**config.mk**
```make
export PLATFORM = sky130hd
export DESIGN_NAME = fault_inject_unit
export DESIGN_NICKNAME = d
export VERILOG_FILES = /design/src/rtl/fi_pkg.sv /design/src/rtl/fi_regs.sv /design/src/rtl/fi_ctrl.sv /design/src/rtl/fi_chan.sv /design/src/rtl/fault_inject_unit.sv
export SDC_FILE = /design/constraint.sdc
export NUM_CORES = 1
export LEC_CHECK = 0
export BUFFER_PORTS_ARGS = -buffer_cell sky130_fd_sc_hd__buf_2
export CAP_MARGIN = 30
export CORE_ASPECT_RATIO = 1.75
export CORE_MARGIN = 2
export CORE_UTILIZATION = 54
export CTS_BUF_LIST = sky130_fd_sc_hd__clkbuf_16
export DETAILED_ROUTE_END_ITERATION = 12
export PLACE_DENSITY_LB_ADDON = 0.05
export SLEW_MARGIN = 25
export SYNTH_ARGS = -nofsm -noshare
export SYNTH_HDL_FRONTEND = slang
export SYNTH_HIERARCHICAL = 1
export SYNTH_SLANG_ARGS = --single-unit
export TNS_END_PERCENT = 100
```
**constraint.sdc**
```tcl
create_clock -name clk_i -period 8.45 [get_ports clk_i]
set_clock_uncertainty 0.15 [all_clocks]
set_input_delay 0.845 -clock clk_i [delete_from_list [all_inputs] [get_ports clk_i]]
set_output_delay 0.845 -clock clk_i [all_outputs]
set_load 0.05 [all_outputs]
```
**src/rtl/fi_pkg.sv**
```systemverilog
package fi_pkg;
  typedef enum logic [1:0] {
    ST_IDLE   = 2'd0,
    ST_ARMED  = 2'd1,
    ST_ACTIVE = 2'd2
  } fi_state_e;

  typedef enum logic [1:0] {
    FM_NONE = 2'd0,
    FM_ST0  = 2'd1,
    FM_ST1  = 2'd2,
    FM_FLIP = 2'd3
  } fi_mode_e;

  localparam int A_CTRL  = 0;
  localparam int A_MASK  = 1;
  localparam int A_CMP   = 2;
  localparam int A_TRIG  = 3;
  localparam int A_DUR   = 4;
  localparam int A_MODE0 = 5;

  localparam int CB_ARM    = 0;
  localparam int CB_DISARM = 1;
  localparam int CB_STROBE = 2;
  localparam int CB_CLR    = 3;
endpackage

```
**src/rtl/fi_regs.sv**
```systemverilog
module fi_regs
  import fi_pkg::*;
#(
  parameter int NCH  = 16,
  parameter int DW   = 16,
  parameter int NOBS = 4,
  parameter int AW   = 4,
  localparam int SELW = (NOBS > 1) ? $clog2(NOBS) : 1,
  localparam int NMR  = (2 * NCH + DW - 1) / DW
) (
  input  logic              clk_i,
  input  logic              rst_ni,
  input  logic              wr_en_i,
  input  logic [AW-1:0]     addr_i,
  input  logic [DW-1:0]     wdata_i,
  input  fi_state_e         state_i,
  input  logic              done_i,
  output logic [DW-1:0]     rdata_o,
  output logic [NCH-1:0]    mask_o,
  output logic [2*NCH-1:0]  mode_o,
  output logic [DW-1:0]     cmp_o,
  output logic              src_cmp_o,
  output logic [SELW-1:0]   sel_o,
  output logic [DW-1:0]     dur_o
);
  logic [NCH-1:0]    mask_q;
  logic [NMR*DW-1:0] mode_q;
  logic [DW-1:0]     cmp_q, dur_q;
  logic              src_q;
  logic [SELW-1:0]   sel_q;
  logic              cfg_we;

  // configuration only moves while idle
  assign cfg_we = wr_en_i && (state_i == ST_IDLE);

  always_ff @(posedge clk_i or negedge rst_ni) begin
    if (!rst_ni) begin
      mask_q <= '0;
      cmp_q  <= '0;
      dur_q  <= '0;
      src_q  <= 1'b0;
      sel_q  <= '0;
    end else if (cfg_we) begin
      if (addr_i == AW'(A_MASK)) mask_q <= wdata_i[NCH-1:0];
      if (addr_i == AW'(A_CMP))  cmp_q  <= wdata_i;
      if (addr_i == AW'(A_DUR))  dur_q  <= wdata_i;
      if (addr_i == AW'(A_TRIG)) {sel_q, src_q} <= wdata_i[SELW:0];
    end
  end

  for (genvar g = 0; g < NMR; g++) begin : g_mode
    always_ff @(posedge clk_i or negedge rst_ni) begin
      if (!rst_ni)
        mode_q[g*DW +: DW] <= '0;
      else if (cfg_we && addr_i == AW'(A_MODE0 + g))
        mode_q[g*DW +: DW] <= wdata_i;
    end
  end

  always_comb begin
    rdata_o = '0;
    if (addr_i == AW'(A_CTRL))      rdata_o[2:0] = {done_i, state_i};
    else if (addr_i == AW'(A_MASK)) rdata_o[NCH-1:0] = mask_q;
    else if (addr_i == AW'(A_CMP))  rdata_o = cmp_q;
    else if (addr_i == AW'(A_DUR))  rdata_o = dur_q;
    else if (addr_i == AW'(A_TRIG)) rdata_o[SELW:0] = {sel_q, src_q};
    else begin
      for (int g = 0; g < NMR; g++)
        if (addr_i == AW'(A_MODE0 + g)) rdata_o = mode_q[g*DW +: DW];
    end
  end

  assign mask_o    = mask_q;
  assign mode_o    = mode_q[2*NCH-1:0];
  assign cmp_o     = cmp_q;
  assign dur_o     = dur_q;
  assign src_cmp_o = src_q;
  assign sel_o     = sel_q;
endmodule

```
**src/rtl/fi_ctrl.sv**
```systemverilog
module fi_ctrl
  import fi_pkg::*;
#(
  parameter int DW   = 16,
  parameter int NOBS = 4,
  localparam int SELW = (NOBS > 1) ? $clog2(NOBS) : 1
) (
  input  logic              clk_i,
  input  logic              rst_ni,
  input  logic              ctrl_we_i,
  input  logic [3:0]        ctrl_i,
  input  logic              src_cmp_i,
  input  logic [SELW-1:0]   sel_i,
  input  logic [DW-1:0]     cmp_i,
  input  logic [DW-1:0]     dur_i,
  input  logic [NOBS*DW-1:0] obs_i,
  output fi_state_e         state_o,
  output logic              done_o
);
  fi_state_e     state_q;
  logic [DW-1:0] cnt_q;
  logic [DW-1:0] obs_sel;
  logic          hit;

  assign obs_sel = obs_i[sel_i*DW +: DW];
  assign hit = src_cmp_i ? (obs_sel == cmp_i) : (ctrl_we_i && ctrl_i[CB_STROBE]);

  always_ff @(posedge clk_i or negedge rst_ni) begin
    if (!rst_ni) begin
      state_q <= ST_IDLE;
      cnt_q   <= '0;
      done_o  <= 1'b0;
    end else begin
      if (ctrl_we_i && ctrl_i[CB_CLR]) done_o <= 1'b0;
      if (ctrl_we_i && ctrl_i[CB_DISARM]) begin
        state_q <= ST_IDLE;
      end else begin
        unique case (state_q)
          ST_IDLE:
            if (ctrl_we_i && ctrl_i[CB_ARM]) state_q <= ST_ARMED;
          ST_ARMED:
            if (hit) begin
              state_q <= ST_ACTIVE;
              cnt_q   <= dur_i;
            end
          ST_ACTIVE:
            // zero count: hold until disarm
            if (cnt_q == DW'(1)) begin
              state_q <= ST_IDLE;
              done_o  <= 1'b1;
            end else if (cnt_q != '0) begin
              cnt_q <= cnt_q - DW'(1);
            end
          default: state_q <= ST_IDLE;
        endcase
      end
    end
  end

  assign state_o = state_q;
endmodule

```
**src/rtl/fi_chan.sv**
```systemverilog
module fi_chan
  import fi_pkg::*;
(
  input  logic       sig_i,
  input  logic       en_i,
  input  logic [1:0] mode_i,
  input  logic       active_i,
  output logic       sig_o
);
  always_comb begin
    sig_o = sig_i;
    if (active_i && en_i) begin
      unique case (fi_mode_e'(mode_i))
        FM_NONE: sig_o = sig_i;
        FM_ST0:  sig_o = 1'b0;
        FM_ST1:  sig_o = 1'b1;
        FM_FLIP: sig_o = ~sig_i;
        default: sig_o = sig_i;
      endcase
    end
  end
endmodule

```
**src/rtl/fault_inject_unit.sv**
```systemverilog
module fault_inject_unit
  import fi_pkg::*;
#(
  parameter int NCH  = 16,
  parameter int DW   = 16,
  parameter int NOBS = 4,
  parameter int AW   = 4,
  localparam int SELW = (NOBS > 1) ? $clog2(NOBS) : 1
) (
  input  logic               clk_i,
  input  logic               rst_ni,
  input  logic               wr_en_i,
  input  logic [AW-1:0]      addr_i,
  input  logic [DW-1:0]      wdata_i,
  output logic [DW-1:0]      rdata_o,
  input  logic [NOBS*DW-1:0] obs_i,
  input  logic [NCH-1:0]     sig_i,
  output logic [NCH-1:0]     sig_o
);
  fi_state_e          state;
  logic               done;
  logic [NCH-1:0]     mask;
  logic [2*NCH-1:0]   mode;
  logic [DW-1:0]      cmp, dur;
  logic               src_cmp;
  logic [SELW-1:0]    sel;
  logic               ctrl_we;
  logic               active;

  assign ctrl_we = wr_en_i && (addr_i == AW'(A_CTRL));
  assign active  = (state == ST_ACTIVE);

  fi_regs #(.NCH(NCH), .DW(DW), .NOBS(NOBS), .AW(AW)) u_regs (
    .clk_i, .rst_ni, .wr_en_i, .addr_i, .wdata_i,
    .state_i(state), .done_i(done), .rdata_o,
    .mask_o(mask), .mode_o(mode), .cmp_o(cmp),
    .src_cmp_o(src_cmp), .sel_o(sel), .dur_o(dur)
  );

  fi_ctrl #(.DW(DW), .NOBS(NOBS)) u_ctrl (
    .clk_i, .rst_ni, .ctrl_we_i(ctrl_we), .ctrl_i(wdata_i[3:0]),
    .src_cmp_i(src_cmp), .sel_i(sel), .cmp_i(cmp), .dur_i(dur),
    .obs_i, .state_o(state), .done_o(done)
  );

  for (genvar i = 0; i < NCH; i++) begin : g_ch
    fi_chan u_ch (
      .sig_i(sig_i[i]), .en_i(mask[i]), .mode_i(mode[2*i +: 2]),
      .active_i(active), .sig_o(sig_o[i])
    );
  end
endmodule

```
==> metrics.yaml <==
synth:
  synth.net_count: 709
  synth-main-ff-cell: "dfrtp_1"
  netlist_instances: 603
  syn_avg_cell_area_um2: 10.62
  synthArstFlopShare: 1.000
  ys_ff_latch: 102
  ys_types: 68
  syn-cell-area_um2: 6404
  seq_area_frac_synth: 0.3986
  synth_enable_flop_cells: 0
  yosysWarnings: 6
critical_path:
  path_buf_inv: 2
  crit_top_cell: "buf_2"
  slowest_stage: "nor3b_4"
  crit_arrival_ps: 2860
  crit_required_ps: 7460
  cp_top_family: "simple AND/OR/NAND/NOR gates"
  rr_worst_depth: 7
  cp-start-kind: "primary input"
  crit_chain: "buf_2 -> or2_1 -> nor3b_4 -> a221oi_1 -> a21oi_1 -> buf_2"
  r2r-end: "u_ctrl/cnt_q[14]"
  max_stage_delay_ps: 650
  critPathKind: "primary input to output pin"
  critPathCaptureType: "output pin"
  cp_max_fo: 19
  rr_startpoint: "u_regs/sel_o[0]"
  r2r_slack_ps: 4670
die:
  initial_core_util: 0.5529
  rows: 52
  die_area_um2: 12780
  ios: 135
  core_um2: 11580
  die_w_um: 86.32
  die_h_um: 148.1
routing:
  first_pass_iters: 5
  postRouteAntennaNets: 0
  route.vias.total: 5537
  vias_per_cell: 6.476
  drc: 0
  wl_per_cell_um: 21.40
  dr.first_iter.drc_count: 450
  routed_wl_um: 18290
clocking:
  clock_latency_ps: 350
  root_buffer: "clkbuf_16"
  cts_made_buffers: 9
  cts_max_level: 3
  cts.sinks: 102
  post_cts_buffers: 0
  cts_tree: "built"
  cts.path.max_buffers: 2
  clkTransAtPathRegs_ps: 80
  hold_buffers: 0
  ctsResizeCount: 0
run:
  cap_violations: 0
sta:
  slew_violations: 0
  hold_viol: 0
  max_freq_ghz: 0.2594
  hold_ws_ps: 290.2
  tightest_slew_ps: 838.8
  period_needed_ps: 3855
  setup_tns_ps: 0
  setup_viol: 0
  period_share: 0.4562
  maxSlewHeadroom: 0.4408
  rsz0062_at_grt: "false"
status:
  status: "finished, final reports clean"
placed_design:
  io_buffers: 134
  gp_congestion: 1.011
  hpwlAfterDp_um: 13840
grt:
  antenna_found_initial: 0
  grt_usage: 0.2875
  grt_pass1_wl_um: 28590
  grt_max_degree: 67
  grt.overflow.total: 0
  grt_pass1_vias: 5436
finish:
  fillCellCount: 963
  multi_input_area_um2: 3602
  final_nets: 821
  fin_util: 0.6377
  syn_to_final_growth_pct: 15.34
  drive_above_1_share: 0.3667
  ff_latch_area_um2: 2552
  n_antenna_cell: 0
power:
  power.leakage_nw: 3.305
  power_density_nw_per_um2: 309.7
  peakVddDrop_uv: 214.8
hold_path:
  hold_class: "primary input to asynchronous set/reset pin"
-- cells in the mapped netlist, types with 5 or more instances --
cell type  count  area share
clkbuf_1      19       0.011
inv_1         13      0.0076
nor2_1        28       0.016
buf_6          5      0.0088
mux2_2        78        0.14
o21ai_0       45       0.035
o211ai_1       6      0.0070
a21oi_1       52       0.041
nand2_1       23       0.013
a221oi_1      16       0.022
nand3_1        5      0.0039
xnor2_1       10       0.014
mux2_4        10       0.023
a41oi_1       16       0.022
nor2b_1        6      0.0059
dfrtp_1      102        0.40
nor4_1         5      0.0049
mux4_1         5       0.021
buf_2         15       0.012
mux2i_1       27       0.042
nor3_1        22       0.017
a31oi_1       19       0.019
-- state kept, by name, summed over array words and instances (netlist names) --
name	count
u_ctrl/cnt_q	16
u_ctrl/done_o	1
u_ctrl/state_o	2
u_regs/cmp_o	16
u_regs/dur_o	16
u_regs/mask_o	16
u_regs/mode_o	32
u_regs/sel_o	2
u_regs/src_cmp_o	1
-- through the flow --
step	area [um^2]	setup WS (ps)	power, mW	cells
after global placement	7083	4680	1.844	838
after floorplan	6404	4451	1.595	603
after global routing	7386	4380	2.424	855
after detailed placement	7094	4626	1.883	839
final	7386	4595	2.287	855
after CTS	7386	4641	2.288	855
-- power by group --
group | switching [mW] | internal [mW]
combinational | 0.500 | 0.432
clock | 0.200 | 0.207
sequential | 0.250 | 0.700
-- layer usage --
layer	part of all wire	track usage	vias up
li1	-	-	2552
met1	0.40	0.3602	2701
met2	0.51	0.4950	241
met3	0.055	0.04772	43
met4	0.028	0.1031	0
met5	0	0	-
-- cells in the final DEF (no fill, tap or decap), types with 5 or more instances in the layout --
cell type | Yosys | routed
mux2_4 | 10 | 10
nand2_1 | 23 | 23
o21ai_0 | 45 | 45
nand3_1 | 5 | 5
inv_1 | 13 | 13
nor2b_1 | 6 | 5
buf_4 | 0 | 6
mux2i_1 | 27 | 27
nor3_1 | 22 | 22
nor4_1 | 5 | 5
a221oi_1 | 16 | 16
mux4_1 | 5 | 5
a41oi_1 | 16 | 16
dfrtp_1 | 102 | 102
clkbuf_16 | 0 | 9
a31oi_1 | 19 | 19
nor2_1 | 28 | 28
a21oi_1 | 52 | 52
buf_2 | 15 | 133
mux2_2 | 78 | 78
xnor2_1 | 10 | 10
o211ai_1 | 6 | 6
-- cells by family (layout without fill, tap and decap cells) --
| kind of cell | after synthesis | after routing | synth area share |
|---|---|---|---|
| fa+ha+maj | 3 | 3 | 0.005862 |
| buf+inv | 52 | 169 | 0.03927 |
| mux | 124 | 124 | 0.2374 |
| xor+xnor | 13 | 13 | 0.01778 |
| simple gates | 120 | 120 | 0.1053 |
| flops | 102 | 102 | 0.3986 |
| compound gates | 189 | 189 | 0.1958 |
-- how the worst max path moves through the flow --
stage | start | to | slack [ps] | cells after the start
floorplan | addr_i[0] | rdata_o[0] | 4450 | 7
global placement | addr_i[2] | rdata_o[7] | 4680 | 6
detailed placement | u_regs/sel_o[0] | u_ctrl/cnt_q[14] | 4630 | 7
CTS | addr_i[2] | rdata_o[7] | 4640 | 6
global route | u_regs/sel_o[0] | u_ctrl/cnt_q[14] | 4380 | 7
finish | addr_i[2] | rdata_o[7] | 4590 | 6
-- area by class of cell --
type                            instances  share of cell area
Multi-Input combinational cell        449              0.4877
Sequential cell                       102              0.3456
Timing Repair Buffer                  140             0.09775
Clock buffer                            9             0.03049
Tap cell                              135             0.02287
Clock inverter                          7            0.008978
Inverter                               13            0.006607
(Power assumes the default switching activity.)
